## config.mk

```make
export PLATFORM = sky130hd
export DESIGN_NAME = tlb_link_codec
export DESIGN_NICKNAME = d
export VERILOG_FILES = /design/src/rtl/tlb_pkg.sv /design/src/rtl/tlb_popcount.sv /design/src/rtl/tlb_encoder.sv /design/src/rtl/tlb_decoder.sv /design/src/rtl/tlb_link_codec.sv
export SDC_FILE = /design/constraint.sdc
export NUM_CORES = 1
export LEC_CHECK = 0
export ABC_AREA = 1
export BUFFER_PORTS_ARGS = -buffer_cell sky130_fd_sc_hd__buf_2
export CAP_MARGIN = 20
export CORE_MARGIN = 4
export CORE_UTILIZATION = 49
export CTS_CLUSTER_DIAMETER = 80
export DETAILED_ROUTE_END_ITERATION = 8
export PLACE_DENSITY = 0.71
export SLEW_MARGIN = 20
export SYNTH_ARGS = -nofsm -noshare
export SYNTH_HDL_FRONTEND = slang
export SYNTH_SLANG_ARGS = --single-unit
export TNS_END_PERCENT = 20
```

## constraint.sdc

```tcl
create_clock -name clk -period 2.5 [get_ports clk]
set_input_delay 0.125 -clock clk [delete_from_list [all_inputs] [get_ports clk]]
set_output_delay 0.125 -clock clk [all_outputs]
set_load 0.01 [all_outputs]
```

## src/rtl/tlb_pkg.sv

```systemverilog
package tlb_pkg;

   // Width needed to hold a count from 0 to w inclusive.
   function automatic int unsigned cnt_width(input int unsigned w);
      return $clog2(w + 1);
   endfunction

   // True when the value is a power of two.
   function automatic bit is_pow2(input int unsigned v);
      return (v != 0) && ((v & (v - 1)) == 0);
   endfunction

endpackage

```

## src/rtl/tlb_popcount.sv

```systemverilog
module tlb_popcount #(
   parameter int unsigned W  = 6,
   parameter int unsigned CW = tlb_pkg::cnt_width(W)
) (
   input  logic [W-1:0]  bits,
   output logic [CW-1:0] cnt
);
   always_comb begin
      cnt = '0;
      for (int i = 0; i < int'(W); i++) begin
         cnt = cnt + CW'(bits[i]);
      end
   end
endmodule

```

## src/rtl/tlb_encoder.sv

```systemverilog
module tlb_encoder #(
   parameter int unsigned LANE_W = 6,
   parameter int unsigned NSUB   = 3
) (
   input  logic                     clk,
   input  logic                     rst_n,
   input  logic [LANE_W*NSUB-1:0]   enc_word,
   input  logic                     enc_load,
   output logic                     enc_ready,
   output logic [LANE_W-1:0]        tx_lines,
   output logic                     tx_flip,
   output logic                     tx_start
);
   localparam int unsigned WORD_W = LANE_W * NSUB;
   localparam int unsigned HALF   = LANE_W / 2;
   localparam int unsigned CW     = tlb_pkg::cnt_width(LANE_W);
   localparam int unsigned IDX_W  = $clog2(NSUB);
   // The count's MSB alone decides the flip when HALF+1 is its weight.
   localparam bit MSB_RULE = tlb_pkg::is_pow2(HALF + 1) && ((HALF + 1) == (1 << (CW - 1)));

   logic [LANE_W-1:0] line_q;
   logic              flip_q;
   logic              start_q;
   logic              busy_q;
   logic [IDX_W-1:0]  cnt_q;
   logic [WORD_W-1:0] hold_q;

   logic              take;
   logic              send;
   logic [LANE_W-1:0] cur_sub;
   logic [CW-1:0]     ones;
   logic              flip_n;
   logic [LANE_W-1:0] lane_delta;

   assign take    = !busy_q && enc_load;
   assign send    = busy_q || take;
   assign cur_sub = busy_q ? hold_q[LANE_W-1:0] : enc_word[LANE_W-1:0];

   tlb_popcount #(.W(LANE_W), .CW(CW)) u_ones (
      .bits (cur_sub),
      .cnt  (ones)
   );

   generate
      if (MSB_RULE) begin : g_flip_msb
         assign flip_n = ones[CW-1];
      end else begin : g_flip_cmp
         assign flip_n = (ones > CW'(HALF));
      end
   endgenerate

   assign lane_delta = flip_n ? ~cur_sub : cur_sub;

   always_ff @(posedge clk) begin
      if (!rst_n) begin
         line_q  <= '0;
         flip_q  <= 1'b0;
         start_q <= 1'b0;
         busy_q  <= 1'b0;
         cnt_q   <= '0;
         hold_q  <= '0;
      end else if (send) begin
         line_q  <= line_q ^ lane_delta;
         flip_q  <= flip_n;
         start_q <= take;
         if (take) begin
            hold_q <= enc_word >> LANE_W;
            busy_q <= 1'b1;
            cnt_q  <= IDX_W'(1);
         end else begin
            hold_q <= hold_q >> LANE_W;
            if (cnt_q == IDX_W'(NSUB - 1)) begin
               busy_q <= 1'b0;
               cnt_q  <= '0;
            end else begin
               cnt_q <= cnt_q + IDX_W'(1);
            end
         end
      end else begin
         flip_q  <= 1'b0;
         start_q <= 1'b0;
      end
   end

   assign enc_ready = !busy_q;
   assign tx_lines  = line_q;
   assign tx_flip   = flip_q;
   assign tx_start  = start_q;

   // whichever flip variant is built agrees with the count threshold
   a_r3_flip_rule: assert property (@(posedge clk) disable iff (!rst_n)
      flip_n == (ones > CW'(HALF)));

   // the number of switching data lines stays bounded
   a_r4_toggle_limit: assert property (@(posedge clk) disable iff (!rst_n)
      $countones(line_q ^ $past(line_q)) <= int'(HALF));

   // a load seen while busy never starts a word
   a_r5_busy_no_start: assert property (@(posedge clk) disable iff (!rst_n)
      $past(busy_q) |-> !start_q);

   // idle cycles leave the link quiet
   a_r6_idle_hold: assert property (@(posedge clk) disable iff (!rst_n)
      (!$past(busy_q) && !$past(enc_load)) |-> ($stable(line_q) && !flip_q && !start_q));
endmodule

```

## src/rtl/tlb_decoder.sv

```systemverilog
module tlb_decoder #(
   parameter int unsigned LANE_W = 6,
   parameter int unsigned NSUB   = 3
) (
   input  logic                     clk,
   input  logic                     rst_n,
   input  logic [LANE_W-1:0]        rx_lines,
   input  logic                     rx_flip,
   input  logic                     rx_start,
   output logic [LANE_W*NSUB-1:0]   dec_word,
   output logic                     dec_valid,
   output logic                     dec_err
);
   localparam int unsigned WORD_W = LANE_W * NSUB;
   localparam int unsigned HALF   = LANE_W / 2;
   localparam int unsigned CW     = tlb_pkg::cnt_width(LANE_W);
   localparam int unsigned IDX_W  = $clog2(NSUB);

   logic [LANE_W-1:0] prev_q;
   logic [LANE_W-1:0] acc_q [NSUB];
   logic [IDX_W-1:0]  idx_q;
   logic              active_q;
   logic [WORD_W-1:0] word_q;
   logic              valid_q;
   logic              err_q;

   logic [LANE_W-1:0] diff;
   logic [LANE_W-1:0] sub;
   logic [CW-1:0]     tog;
   logic              bad;
   logic [WORD_W-1:0] full;

   assign diff = rx_lines ^ prev_q;
   assign sub  = rx_flip ? ~diff : diff;

   tlb_popcount #(.W(LANE_W), .CW(CW)) u_tog (
      .bits (diff),
      .cnt  (tog)
   );

   // A flipped slice always sends fewer than HALF ones.
   assign bad = (tog > CW'(HALF)) || (rx_flip && (tog == CW'(HALF)));

   always_comb begin
      full = '0;
      for (int i = 0; i < int'(NSUB) - 1; i++) begin
         full[i*LANE_W +: LANE_W] = acc_q[i];
      end
      full[(NSUB-1)*LANE_W +: LANE_W] = sub;
   end

   always_ff @(posedge clk) begin
      if (!rst_n) begin
         prev_q   <= '0;
         idx_q    <= '0;
         active_q <= 1'b0;
         word_q   <= '0;
         valid_q  <= 1'b0;
         err_q    <= 1'b0;
         for (int i = 0; i < int'(NSUB); i++) begin
            acc_q[i] <= '0;
         end
      end else begin
         prev_q  <= rx_lines;
         err_q   <= bad;
         valid_q <= 1'b0;
         if (rx_start) begin
            acc_q[0] <= sub;
            idx_q    <= IDX_W'(1);
            active_q <= 1'b1;
         end else if (active_q) begin
            acc_q[idx_q] <= sub;
            if (idx_q == IDX_W'(NSUB - 1)) begin
               word_q   <= full;
               valid_q  <= 1'b1;
               active_q <= 1'b0;
               idx_q    <= '0;
            end else begin
               idx_q <= idx_q + IDX_W'(1);
            end
         end
      end
   end

   assign dec_word  = word_q;
   assign dec_valid = valid_q;
   assign dec_err   = err_q;

   // too many switching lines always raise the error flag next cycle
   a_r8_err_on_excess: assert property (@(posedge clk) disable iff (!rst_n)
      ($countones(rx_lines ^ prev_q) > int'(HALF)) |=> dec_err);

   // a rebuilt word is announced for a single cycle
   a_r7_valid_pulse: assert property (@(posedge clk) disable iff (!rst_n)
      dec_valid |=> !dec_valid);

   // no word completes unless assembly was in progress
   a_r10_no_orphan: assert property (@(posedge clk) disable iff (!rst_n)
      (!active_q && !rx_start) |=> !dec_valid);
endmodule

```

## src/rtl/tlb_link_codec.sv

```systemverilog
module tlb_link_codec #(
   parameter int unsigned LANE_W = 6,
   parameter int unsigned NSUB   = 3
) (
   input  logic                     clk,
   input  logic                     rst_n,
   input  logic [LANE_W*NSUB-1:0]   enc_word,
   input  logic                     enc_load,
   output logic                     enc_ready,
   output logic [LANE_W-1:0]        tx_lines,
   output logic                     tx_flip,
   output logic                     tx_start,
   input  logic [LANE_W-1:0]        rx_lines,
   input  logic                     rx_flip,
   input  logic                     rx_start,
   output logic [LANE_W*NSUB-1:0]   dec_word,
   output logic                     dec_valid,
   output logic                     dec_err
);
   generate
      if ((LANE_W < 2) || (LANE_W % 2 != 0)) begin : g_bad_lane
         $error("LANE_W must be even and at least 2");
      end
      if (NSUB < 2) begin : g_bad_nsub
         $error("NSUB must be at least 2");
      end
   endgenerate

   tlb_encoder #(.LANE_W(LANE_W), .NSUB(NSUB)) u_enc (
      .clk       (clk),
      .rst_n     (rst_n),
      .enc_word  (enc_word),
      .enc_load  (enc_load),
      .enc_ready (enc_ready),
      .tx_lines  (tx_lines),
      .tx_flip   (tx_flip),
      .tx_start  (tx_start)
   );

   tlb_decoder #(.LANE_W(LANE_W), .NSUB(NSUB)) u_dec (
      .clk       (clk),
      .rst_n     (rst_n),
      .rx_lines  (rx_lines),
      .rx_flip   (rx_flip),
      .rx_start  (rx_start),
      .dec_word  (dec_word),
      .dec_valid (dec_valid),
      .dec_err   (dec_err)
   );
endmodule

```

Yosys cells after proc, flatten, opt, wreduce, memory -nomap -nowiden
Memories as Yosys holds them, arrays and structs flattened. A register that Yosys moved wholly into a read port is not among the register bits.
Cells that the tools add are included.
{"block": "op_classes", "n_addsub": 12, "n_lt_le_gt_ge": 1, "n_eq_ne": 3, "muxes": 27, "bitwise_logic": 8, "n_reduce_logical": 15}
{"op": "6-bit 2-to-1 mux", "count": 5}
{"op": "3-bit by 1-bit adder with 3-bit output", "count": 6}
{"op": "1-bit 2-to-1 mux", "count": 17}
{"op": "12-bit 2-to-1 mux", "count": 1}
{"op": "6-bit NOT", "count": 2}
{"op": "6-bit bitwise XOR", "count": 2}
{"op": "2-bit 2-to-1 mux", "count": 4}
{"op": "2-bit by 1-bit adder with 3-bit output", "count": 2}
{"op": "6-bit OR reduction", "count": 1}
{"op": "1-bit by 1-bit adder with 2-bit output", "count": 2}
{"op": "2-bit by 1-bit adder with 2-bit output (second input constant)", "count": 2}
{"op": "2-bit == test (second input constant)", "count": 2}
{"op": "2-bit AND reduction", "count": 2}
{"op": "2-bit nonzero test", "count": 2}
{"op": "3-bit by 2-bit == test with 1-bit output (second input constant)", "count": 1}
{"op": "3-bit by 2-bit greater-than comparator with 1-bit output (second input constant)", "count": 1}
{"op": "1-bit logical NOT", "count": 3}
{"op": "1-bit NOT", "count": 3}
{"op": "3-bit AND reduction", "count": 1}
{"op": "3-bit OR reduction", "count": 1}
{"op": "1-bit logical AND", "count": 2}
{"op": "1-bit logical OR", "count": 2}
{"op": "2-bit OR reduction", "count": 1}
{"op": "1-bit OR", "count": 1}
{"block": "word_totals", "regBits": 58, "ram_bits": 18, "input_bits": 29, "out_inout_bits": 29, "mem_count": 1}
{"memory": "u_dec.acc_q", "depth": 3, "width": 6, "read_ports": 2, "rd_ports_with_merged_regs": 2, "write_ports": 3, "line_no": "tlb_decoder.sv:20", "source": "logic [LANE_W-1:0] acc_q [NSUB];"}

Depth between registers and ports, before layout
Gate-level depths: netlist of run 1.
{"block": "logic_depth", "depth_word": 9, "depth_mapped": 16}

Modules after synthesis
Synthesis of run 1 repeated with hierarchy kept, for this count alone.
{"block": "unflattened", "cells_unflattened": 423, "area_unflattened_um2": 3115.5}
{"module": "tlb_decoder", "n_inst": 1, "cells_per_inst": 231, "area_each_um2": 1785.5, "seq_area_each_um2": 940.9}
{"module": "tlb_encoder", "n_inst": 1, "cells_per_inst": 168, "area_each_um2": 1124.8, "seq_area_each_um2": 460.4}
{"module": "tlb_popcount", "n_inst": 2, "cells_per_inst": 12, "area_each_um2": 102.6, "seq_area_each_um2": 0.0}

Worst setup path after synthesis of run 1
Ideal clock, no wire load.
{"block": "synth_path", "path_kind": "register -> register", "startpoint": "reg u_enc.busy_q", "endpoint": "reg u_enc.line_q[4], in the netlist u_enc.tx_lines[4]", "setup_ps": 115, "arrival_ps": 2437, "required_ps": 2385, "slack_ps": -52, "stages_incl_launch_ff": 16, "n_path_buf": 1, "synth_period_minus_slack_ps": 2552, "path_cell_list": "dfxtp_1 > buf_6 > nand2_1 > o21ai_1 > fa_1 > inv_1 > fa_1 > ha_1 > nand2_1 > inv_1 > nand2_4 > nand2_4 > nand2_1 > nand2_1 > a21oi_1 > nor2_1"}
{"block": "synth_via", "elab_chain_len": 8}
{"element": "start, declared", "line_no": "tlb_encoder.sv:24", "source": "logic busy_q;"}
{"element": "start signal, assigned", "line_no": "tlb_encoder.sv:59", "source": "busy_q <= 1'b0;"}
{"element": "start signal, assigned", "line_no": "tlb_encoder.sv:68", "source": "busy_q <= 1'b1;"}
{"element": "start signal, assigned", "line_no": "tlb_encoder.sv:73", "source": "busy_q <= 1'b0;"}
{"element": "6-bit 2-to-1 mux", "line_no": "tlb_encoder.sv:37", "source": "assign cur_sub = busy_q ? hold_q[LANE_W-1:0] : enc_word[LANE_W-1:0];"}
{"element": "1-bit by 1-bit adder with 2-bit output", "line_no": "tlb_popcount.sv:11", "source": "cnt = cnt + CW'(bits[i]);"}
{"element": "2-bit by 1-bit adder with 3-bit output", "line_no": "tlb_popcount.sv:11"}
{"element": "3-bit by 1-bit adder with 3-bit output (3 in series)", "line_no": "tlb_popcount.sv:11"}
{"element": "6-bit 2-to-1 mux", "line_no": "tlb_encoder.sv:52", "source": "assign lane_delta = flip_n ? ~cur_sub : cur_sub;"}
{"element": "6-bit bitwise XOR", "line_no": "tlb_encoder.sv:63", "source": "line_q <= line_q ^ lane_delta;"}
{"element": "end signal, assigned", "line_no": "tlb_encoder.sv:63"}
{"element": "end, declared", "line_no": "tlb_encoder.sv:21", "source": "logic [LANE_W-1:0] line_q;"}
Parallel ways exist; a longest one is shown, timed or not.
A chain may end at the register's enable or synchronous reset.

Final worst setup path of run 1
Ends and elaborated chain as after synthesis.

==> impl_metrics.py, run 1 <==
metrics = {
    "logic_synthesis": {
        "syn_area_mm2": 0.00284,
        "synth_compound_area_share_pct": 9.79,
        "syn_nets": 378,
        "synth_xor_area_share_pct": 3.71,
        "synthAdderAreaFrac_pct": 4.41,
        "synthSimpleGateAreaFrac_pct": 22.4,
        "yosysWarnings": 0,
        "synthCells": 342,
        "synth_top_family_by_area": "simple AND/OR/NAND/NOR gates",
        "ys_seq_area_share_pct": 49.4,
        "synth_area_leaders": "dfxtp_1 (37%), edfxtp_1 (13%), nor2_1 (8.5%)",
        "yosys_register_bits": 64,
        "synth.top_cell.area_share_pct": 36.7,
        "muxShareOfSynthArea_pct": 0,
        "yosysUniqueCellTypes": 32,
        "synth_largest_area_cell": "dfxtp_1",
        "syn_area_per_cell_um2": 8.29,
    },
    "die": {
        "ios": 58,
        "coreArea_mm2": 0.00557,
        "initial_utilization_pct": 50.9,
        "rows": 27,
        "die_area_mm2": 0.00707,
        "die_h_um": 84.1,
        "dieWidth_um": 84.1,
    },
    "sta": {
        "whs_ns": 0.0167,
        "rsz0062_at_grt": "yes",
        "slew_headroom_pct": 61.6,
        "fin_crit_sh_pct": 96.6,
        "setup_viol": 0,
        "hold_violations": 0,
        "final_max_slew_viol_count": 0,
        "fin_setup_tns_ns": 0,
        "worst_pin_slew_ns": 0.575,
        "fmax_mhz": 414,
        "worst_clock_skew_ns": 0.0105,
        "finalCriticalPeriod_ns": 2.41,
    },
    "power": {
        "irDropWorstVdd_mv": 0.442,
        "power_density_mw_per_mm2": 690,
        "p_leak_nw": 1.79,
    },
    "critical_path": {
        "critPathLaunchType": "register",
        "worstSetupEndpointType": "register",
        "crit_slowest_cell": "fa_1",
        "max_stage_delay_ns": 0.55,
        "required_ns": 2.72,
        "crit_fanout": 7,
        "critPathArrivalTime_ns": 2.64,
        "critPathKind": "reg2reg",
        "path_cells": "nand2_4 > o21ai_4 > fa_1 > inv_2 > fa_2 > ha_4 > nand2_2 > inv_2 > nand2_4 > nand2_4 > nand2_2 > nand2_2 > nand3_1 > nand2_1 > nor2_1",
    },
    "clock_network": {
        "numClockSinks": 64,
        "cts-htree-levels": 3,
        "cts_tree": "done",
        "cts_buffers": 9,
        "clk_pin_slew_worst_paths_ns": 0.07,
        "insertion_delay_ns": 0.33,
        "clock-root-buffer": "clkbuf_8",
        "clockBufferDepth": 2,
    },
    "layout": {
        "utilization_pct": 63.6,
        "antenna_cells": 0,
        "final_layout_size_suffix_gt1_share_pct": 28.1,
        "syn_to_final_growth_pct": 25.1,
        "layout_commonest_cell": "nor2_1",
        "final_cell_mix": "nor2_1 (64), buf_2 (57), nand2_1 (50), dfxtp_1 (50), inv_1 (46)",
        "num-fill-cells": 495,
        "fin_nets": 451,
    },
    "grt": {
        "grt_max_degree": 42,
        "antenna_found_initial": 0,
        "grt_pass1_wl_um": 9750,
        "grt_usage_pct": 17.2,
        "grt_pass1_vias": 2138,
        "gr-total-overflow": 0,
    },
    "drt": {
        "postRouteAntennaNets": 0,
        "wl_per_cell_um": 11.5,
        "drtIter0Drc": 154,
        "vias": 2301,
        "vias_per_cell": 4.68,
        "finalWirelength_um": 5670,
        "dr.pass1.iters": 4,
        "drc": 0,
    },
    "placement": {
        "numPortBuffers": 57,
        "gp_congestion": 0.844,
        "dp_hpwl_um": 3910,
    },
    "run": {
        "maxCapViolCount": 0,
    },
    "hold_path": {
        "hp-class": "in2reg",
    },
    "run_status": {
        "outcome": "finished clean",
    },
}
[cells by family (layout without fill, tap and decap cells)]
group	count (synthesis)	in the layout
AO/OA/AOI/OAI	43	43
XOR/XNOR	12	12
adder cells (fa/ha/maj)	7	7
buffers and inverters	66	144
flip-flops	64	64
AND/OR/NAND/NOR	150	150
[registers in the layout, indices dropped and copies added (netlist names), 2 cells and up]
signal	cells
u_dec.dec_word	18
u_dec.acc_q	12
u_enc.hold_q	12
u_dec.prev_q	6
u_enc.tx_lines	6
u_dec.idx_q	2
u_enc.cnt_q	2
[per-layer routing]
| layer | GRT usage (%) | part of all wire, % |
|---|---|---|
| met1 | 22.2 | 47 |
| met2 | 26.4 | 46 |
| met3 | 4.15 | 4.2 |
| met4 | 9.36 | 2.7 |
| met5 | 0 | 0 |
[repair_timing]
item	in CTS	in global routing
hold buffers	8	0
resized for setup	8	14
endpoints found under the setup margin	8	7
pin swaps	2	9
endpoints found under the hold margin	8	0
setup buffers	1	0
[worst paths after layout]
check | start | to | slack, ns | depth (start not counted)
max | u_enc.busy_q$_SDFFE_PN0P_ | u_enc.tx_lines[4]$_SDFFE_PN0N_ | 0.09 | 15
max reg2reg | u_enc.busy_q$_SDFFE_PN0P_ | u_enc.tx_lines[4]$_SDFFE_PN0N_ | 0.09 | 15
min reg2reg | u_enc.cnt_q[1]$_SDFFE_PN0N_ | u_enc.busy_q$_SDFFE_PN0P_ | 0.46 | 1
min | enc_word[17] | u_enc.hold_q[11]$_SDFFE_PN0N_ | 0.02 | 2
[final cells by class]
type | count | area [um2] | share of cell area [%]
Timing Repair Buffer | 76 | 448 | 12.6
Multi-Input combinational cell | 212 | 1230 | 34.7
Clock inverter | 5 | 33.8 | 0.952
Inverter | 52 | 195 | 5.50
Clock buffer | 11 | 141 | 3.99
Sequential cell | 64 | 1410 | 39.6
Tap cell | 72 | 90.1 | 2.54
[where the power goes]
| part | total (mW) | leakage [nW] | internal, mW | switching [mW] |
|---|---|---|---|---|
| Combinational | 0.516 | 1.15 | 0.217 | 0.299 |
| Sequential | 1.15 | 0.553 | 1.12 | 0.0335 |
| Clock | 0.777 | 0.0869 | 0.385 | 0.392 |
| Total | 2.45 | 1.79 | 1.72 | 0.724 |
[per-stage QoR]
| stage | total power, mW | std cells | setup WS [ns] | cell area, um2 |
|---|---|---|---|---|
| 6_report | 2.45 | 492 | 0.0854 | 3550 |
| 5_1_grt | 2.61 | 492 | -0.0574 | 3550 |
| 4_1_cts | 2.44 | 492 | 0.0385 | 3500 |
| 3_5_place_dp | 1.63 | 467 | -0.166 | 3200 |
| 3_3_place_gp | 1.61 | 467 | -0.0431 | 3200 |
| 2_1_floorplan | 1.50 | 342 | 0.0000717 | 2840 |
[synth_stat cells, drive strengths merged]
master   n
dfxtp   52
a211oi   2
xor2    12
fa       5
clkbuf   4
buf     10
o21ai   24
nand2   63
nand4    3
ha       2
inv     52
a32o     6
o211ai   3
nor2    66
a311oi   1
nand3   16
nor3     1
edfxtp  12
a31oi    1
and3     1
a21oi    6
[critical path: cells and delay by family, from the launching register on]
family | cells | cell delay (ns)
adder cells (fa/ha/maj) | 3 | 1.19
AO/OA/AOI/OAI | 1 | 0.06
flip-flops | 1 | 0.39
buffers and inverters | 2 | 0.10
AND/OR/NAND/NOR | 9 | 0.58
Power figures use the tool's default switching activity.
==> inputs of run 2 (changes only) <==
--- a/config.mk
+++ b/config.mk
@@ -9,10 +9,10 @@
 export BUFFER_PORTS_ARGS = -buffer_cell sky130_fd_sc_hd__buf_2
 export CAP_MARGIN = 20
 export CORE_MARGIN = 4
-export CORE_UTILIZATION = 49
+export CORE_UTILIZATION = 54
 export CTS_CLUSTER_DIAMETER = 80
 export DETAILED_ROUTE_END_ITERATION = 8
-export PLACE_DENSITY = 0.71
+export PLACE_DENSITY = 0.75
 export SLEW_MARGIN = 20
 export SYNTH_ARGS = -nofsm -noshare
 export SYNTH_HDL_FRONTEND = slang
==> constraint.sdc (replaced) <==
create_clock -name clk -period 2.3 [get_ports clk]
set_input_delay 0.115 -clock clk [delete_from_list [all_inputs] [get_ports clk]]
set_output_delay 0.115 -clock clk [all_outputs]
set_load 0.01 [all_outputs]
==> run 2 against run 1 <==
  * The run now ends with negative setup slack left
  * Critical path depth increased by 1
  * Total power increased by 15%
  * Global-route usage increased by 1.7 points
  * Utilization increased by 6.4 points
  * Worst hold slack got worse by 0.0030 ns
  * Register-to-register slack got worse by 0.26 ns
==> impl_metrics.py, run 2 (same netlist as run 1, synthesis figures left out) <==
metrics = {
    "drt": {
        "vias": 2336,
        "drc": 0,
        "dr.pass1.iters": 4,
        "finalWirelength_um": 5580,
        "vias_per_cell": 4.76,
        "postRouteAntennaNets": 0,
        "wl_per_cell_um": 11.4,
        "drtIter0Drc": 131,
    },
    "critical_path": {
        "critPathKind": "reg2reg",
        "r2r-start": "u_enc.busy_q$_SDFFE_PN0P_",
        "crit_fanout": 6,
        "cp_num_buf_inv": 3,
        "path_delay_family": "adder cells",
        "ff2ff_setup_slack_ns": -0.17,
        "startpoint": "u_enc.busy_q$_SDFFE_PN0P_",
        "crit_slowest_cell": "fa_1",
        "max_stage_delay_ns": 0.55,
        "path_cells": "buf_12 > nand2_4 > o21ai_4 > fa_1 > inv_2 > fa_2 > ha_4 > nand2_2 > inv_2 > nand2_4 > nand2_4 > nand2_2 > nand2_2 > nand3_1 > nand2_1 > nor2_1",
        "required_ns": 2.51,
        "reg2reg_to": "u_enc.tx_lines[4]$_SDFFE_PN0N_",
        "critPathArrivalTime_ns": 2.68,
        "rr_worst_depth": 16,
        "critPathLaunchType": "register",
        "worstSetupEndpointType": "register",
    },
    "sta": {
        "setup_slack_ns": -0.171,
        "fmax_mhz": 405,
        "fin_setup_tns_ns": -0.976,
        "whs_ns": 0.0137,
        "slew_headroom_pct": 70.5,
        "final_max_slew_viol_count": 0,
        "worst_pin_slew_ns": 0.440,
        "fin_crit_sh_pct": 107,
        "setup_viol": 7,
        "finalCriticalPeriod_ns": 2.47,
        "worst_clock_skew_ns": 0.00970,
        "rsz0062_at_grt": "yes",
        "hold_violations": 0,
    },
    "layout": {
        "antenna_cells": 0,
        "largest_reg_flops": 18,
        "syn_to_final_growth_pct": 26.0,
        "layout_commonest_cell": "nor2_1",
        "final_layout_size_suffix_gt1_share_pct": 27.1,
        "fin_nets": 452,
        "num-fill-cells": 457,
        "register_area_mm2": 0.00140,
        "multi_input_area_mm2": 0.00122,
        "final_cell_mix": "nor2_1 (64), buf_2 (57), nand2_1 (51), dfxtp_1 (51), inv_1 (46)",
        "postLayoutCellArea_mm2": 0.00357,
    },
    "grt": {
        "grt_use_met1_pct": 24.1,
        "antenna_found_initial": 0,
        "gr-total-overflow": 0,
        "grt_max_degree": 42,
        "grt_usage_pct": 18.9,
        "grt_use_met3_pct": 5.72,
        "grt_pass1_wl_um": 9530,
        "grt_pass1_vias": 2168,
        "top_usage_layer": "met2",
        "grt_use_met2_pct": 31.2,
    },
    "clock_network": {
        "numClockSinks": 64,
        "clockBufferDepth": 2,
        "cts_tree": "done",
        "cts_buffers": 9,
        "clock-root-buffer": "clkbuf_8",
        "insertion_delay_ns": 0.32,
        "cts-htree-levels": 3,
        "clk_pin_slew_worst_paths_ns": 0.07,
    },
    "die": {
        "rows": 26,
        "dieWidth_um": 80.5,
        "ios": 58,
        "initial_utilization_pct": 55.5,
        "die_h_um": 80.5,
        "coreArea_mm2": 0.00511,
        "die_area_mm2": 0.00648,
    },
    "hold_path": {
        "hold_end": "u_dec.prev_q[5]$_SDFF_PN0_",
        "hold_path_depth": 3,
        "hp-class": "in2reg",
        "hp-start": "rx_lines[5]",
    },
    "power": {
        "power_density_mw_per_mm2": 787,
        "irDropWorstVdd_mv": 0.730,
        "p_leak_nw": 1.81,
    },
    "placement": {
        "dp_hpwl_um": 4000,
        "placed_cell_area_mm2": 0.00328,
        "numPortBuffers": 57,
        "gp_congestion": 0.820,
    },
    "run": {
        "maxCapViolCount": 0,
    },
    "run_status": {
        "outcome": "finished, violations left",
        "violations": "negative setup slack",
    },
}
## run 2: stage by stage
stage          total power [mW]  std cells  setup slack (ns)  utilization [%]
3_5_place_dp               1.81        468            -0.181             64.3
5_1_grt                    2.98        491            -0.315             70.0
3_3_place_gp               1.79        468            -0.106             64.3
6_report                   2.81        491            -0.171             70.0
4_1_cts                    2.84        491            -0.192             69.9
2_1_floorplan              1.66        342           -0.0660                -
## run 2: worst max path at each step
stage / endpoint / cells past startpoint / slack (ns)
final: u_enc.tx_lines[4]$_SDFFE_PN0N_ / 16 / -0.17
after global routing: u_enc.tx_lines[3]$_SDFFE_PN0N_ / 16 / -0.31
after CTS: u_enc.tx_lines[4]$_SDFFE_PN0N_ / 16 / -0.19
after detailed placement: u_dec.dec_err$_SDFF_PN0_ / 7 / -0.18
after global placement: u_enc.tx_lines[4]$_SDFFE_PN0N_ / 16 / -0.11
after floorplan: u_enc.tx_lines[4]$_SDFFE_PN0N_ / 16 / -0.07
## run 2: final cells by class
cell class | instances | share of cell area [%]
Sequential cell | 64 | 39.2
Tap cell | 70 | 2.45
Multi-Input combinational cell | 212 | 34.1
Inverter | 52 | 5.46
Clock inverter | 4 | 1.96
Timing Repair Buffer | 77 | 13.0
Clock buffer | 12 | 3.78
## run 2: repair_timing
| item | 4_1_cts | 5_1_grt |
|---|---|---|
| buffers inserted | 0 | 0 |
| hold buffers | 7 | 0 |
| setup endpoints to repair | 7 | 8 |
| endpoints found under the hold margin | 7 | 0 |
| gates resized for setup | 3 | 2 |
| pin swaps | 0 | 1 |
## run 2: metal layers
metal | routed length [um] | share of wire, %
met3 | 401 | 7.2
met1 | 2480 | 44
met4 | 57 | 1.0
met2 | 2640 | 47
met5 | 0 | 0
## run 2: worst min-delay path, stage by stage
cell and delay [ns]:
buf_2 0.10, nand2_1 0.05, inv_1 0.04
## run 2: where the power goes
group / leakage (nW) / switching [mW] / internal (mW) / total, mW
registers: 0.552 / 0.0345 / 1.22 / 1.25
logic: 1.15 / 0.315 / 0.232 / 0.547
clock network: 0.104 / 0.405 / 0.608 / 1.01
==> inputs of run 3 (changes only) <==
--- a/config.mk
+++ b/config.mk
@@ -13,6 +13,7 @@
 export CTS_CLUSTER_DIAMETER = 80
 export DETAILED_ROUTE_END_ITERATION = 8
 export PLACE_DENSITY = 0.75
+export SETUP_SLACK_MARGIN = 0.4
 export SLEW_MARGIN = 20
 export SYNTH_ARGS = -nofsm -noshare
 export SYNTH_HDL_FRONTEND = slang
==> run 3 against run 2 <==
  * The run still ends with negative setup slack left
  * Combinational power hardly changed
  * Global-route usage hardly changed
  * Non-clock buffer count stayed put
  * Register-to-register slack hardly changed
  * Worst setup slack worse by 0.0013 ns
  * Worst hold slack better by 0.00085 ns
  * Critical path depth stayed put
  * Largest cell class unchanged
==> impl_metrics.py, run 3 (same netlist as run 1, synthesis figures left out) <==
metrics = {
    "run_status": {
        "outcome": "finished, violations left",
        "violations": "negative setup slack",
    },
    "critical_path": {
        "critPathKind": "reg2reg",
        "worstSetupEndpointType": "register",
        "cp_num_buf_inv": 3,
        "path_delay_family": "adder cells",
        "max_stage_delay_ns": 0.55,
        "critPathLaunchType": "register",
        "required_ns": 2.51,
        "critPathArrivalTime_ns": 2.69,
        "crit_fanout": 6,
        "path_cells": "buf_12 > nand2_4 > o21ai_4 > fa_1 > inv_2 > fa_2 > ha_4 > nand2_2 > inv_2 > nand2_4 > nand2_4 > nand2_2 > nand2_2 > nand3_1 > nand2_1 > nor2_1",
        "crit_slowest_cell": "fa_1",
    },
    "layout": {
        "postLayoutCellArea_mm2": 0.00357,
        "num-fill-cells": 456,
        "final_layout_size_suffix_gt1_share_pct": 27.1,
        "final_cell_mix": "nor2_1 (64), buf_2 (57), nand2_1 (51), dfxtp_1 (51), inv_1 (46)",
        "syn_to_final_growth_pct": 26.0,
        "utilization_pct": 70.0,
        "layout_commonest_cell": "nor2_1",
        "largest_reg_flops": 18,
        "final_cells": 491,
        "antenna_cells": 0,
        "fin_nets": 452,
    },
    "placement": {
        "place_inst": 468,
        "numPortBuffers": 57,
        "gp_congestion": 0.820,
        "preCtsSetupSlack_ns": -0.181,
        "placed_cell_area_mm2": 0.00328,
        "dp_hpwl_um": 4000,
    },
    "grt": {
        "grt_pass1_vias": 2165,
        "grt_pass1_wl_um": 9520,
        "grt_usage_pct": 18.9,
        "antenna_found_initial": 0,
        "gr-total-overflow": 0,
        "grt_max_degree": 42,
    },
    "drt": {
        "finalWirelength_um": 5570,
        "wl_per_cell_um": 11.3,
        "postRouteAntennaNets": 0,
        "vias_per_cell": 4.75,
        "drc": 0,
        "dr.pass1.iters": 5,
        "vias": 2332,
        "drtIter0Drc": 123,
    },
    "sta": {
        "fin_crit_sh_pct": 108,
        "fin_setup_tns_ns": -0.979,
        "final_max_slew_viol_count": 0,
        "finalCriticalPeriod_ns": 2.47,
        "fmax_mhz": 404,
        "setup_viol": 7,
        "worst_pin_slew_ns": 0.442,
        "hold_violations": 0,
        "rsz0062_at_grt": "yes",
        "setup_slack_ns": -0.173,
        "whs_ns": 0.0146,
        "worst_clock_skew_ns": 0.0105,
        "slew_headroom_pct": 70.4,
    },
    "clock_network": {
        "cts_tree": "done",
        "clk_pin_slew_worst_paths_ns": 0.07,
        "cts_setup_buffers": 0,
        "insertion_delay_ns": 0.32,
        "cts_buffers": 9,
        "numClockSinks": 64,
        "clockBufferDepth": 2,
        "cts-htree-levels": 3,
        "clock-root-buffer": "clkbuf_8",
    },
    "power": {
        "power_mw": 2.82,
        "p_leak_nw": 1.81,
        "power_density_mw_per_mm2": 788,
        "irDropWorstVdd_mv": 0.730,
    },
    "run": {
        "maxCapViolCount": 0,
    },
    "hold_path": {
        "hp-class": "in2reg",
    },
    "die": {
        "die_h_um": 80.5,
        "dieWidth_um": 80.5,
        "initial_utilization_pct": 55.5,
        "die_area_mm2": 0.00648,
        "coreArea_mm2": 0.00511,
        "ios": 58,
        "rows": 26,
    },
}
run 3: cell counts in the layout (fill, tap and decap cells not counted):
Identical to the previous run, type by type.
run 3: final timing paths:
path                                             startpoint                             end  slack, ns  depth (start not counted)
worst min-delay path                            rx_lines[5]      u_dec.prev_q[5]$_SDFF_PN0_       0.01                          3
worst max-delay path              u_enc.busy_q$_SDFFE_PN0P_  u_enc.tx_lines[4]$_SDFFE_PN0N_      -0.17                         16
worst max register to register    u_enc.busy_q$_SDFFE_PN0P_  u_enc.tx_lines[4]$_SDFFE_PN0N_      -0.17                         16
worst min register to register  u_enc.cnt_q[1]$_SDFFE_PN0N_       u_enc.busy_q$_SDFFE_PN0P_       0.45                          1
run 3: cell type report:
cell class | instances | area (um2) | share of cell area, %
clock inverter | 4 | 70.1 | 1.96
multi-input combinational | 212 | 1220 | 34.1
timing repair buffer | 77 | 465 | 13.0
sequential | 64 | 1400 | 39.2
tap | 70 | 87.6 | 2.45
inverter | 52 | 195 | 5.46
clock buffer | 12 | 135 | 3.78
run 3: repair_timing:
| item | CTS | global route |
|---|---|---|
| endpoints found under the hold margin | 7 | 0 |
| setup endpoints to repair | 8 | 8 |
| gates resized for setup | 3 | 2 |
| pin swaps | 0 | 1 |
| hold buffers | 7 | 0 |
run 3: worst reg2reg max path: cells and delay by family (launching register included):
family          cells  cell delay [ns]
compound gates      1             0.06
buf+inv             3             0.24
simple gates        9             0.57
fa+ha+maj           3             1.16
flops               1             0.34
run 3: report_power, final:
part	leakage, nW	switching [mW]	internal [mW]
combinational	1.15	0.316	0.232
sequential	0.552	0.0345	1.22
clock	0.104	0.406	0.608
total	1.81	0.757	2.06
run 3: routing by layer:
| layer | part of all wire, % | GRT usage (%) |
|---|---|---|
| met3 | 6.4 | 5.72 |
| met2 | 47 | 31.1 |
| met1 | 45 | 24.1 |
| met4 | 1.0 | 4.56 |
| met5 | 0 | 0 |
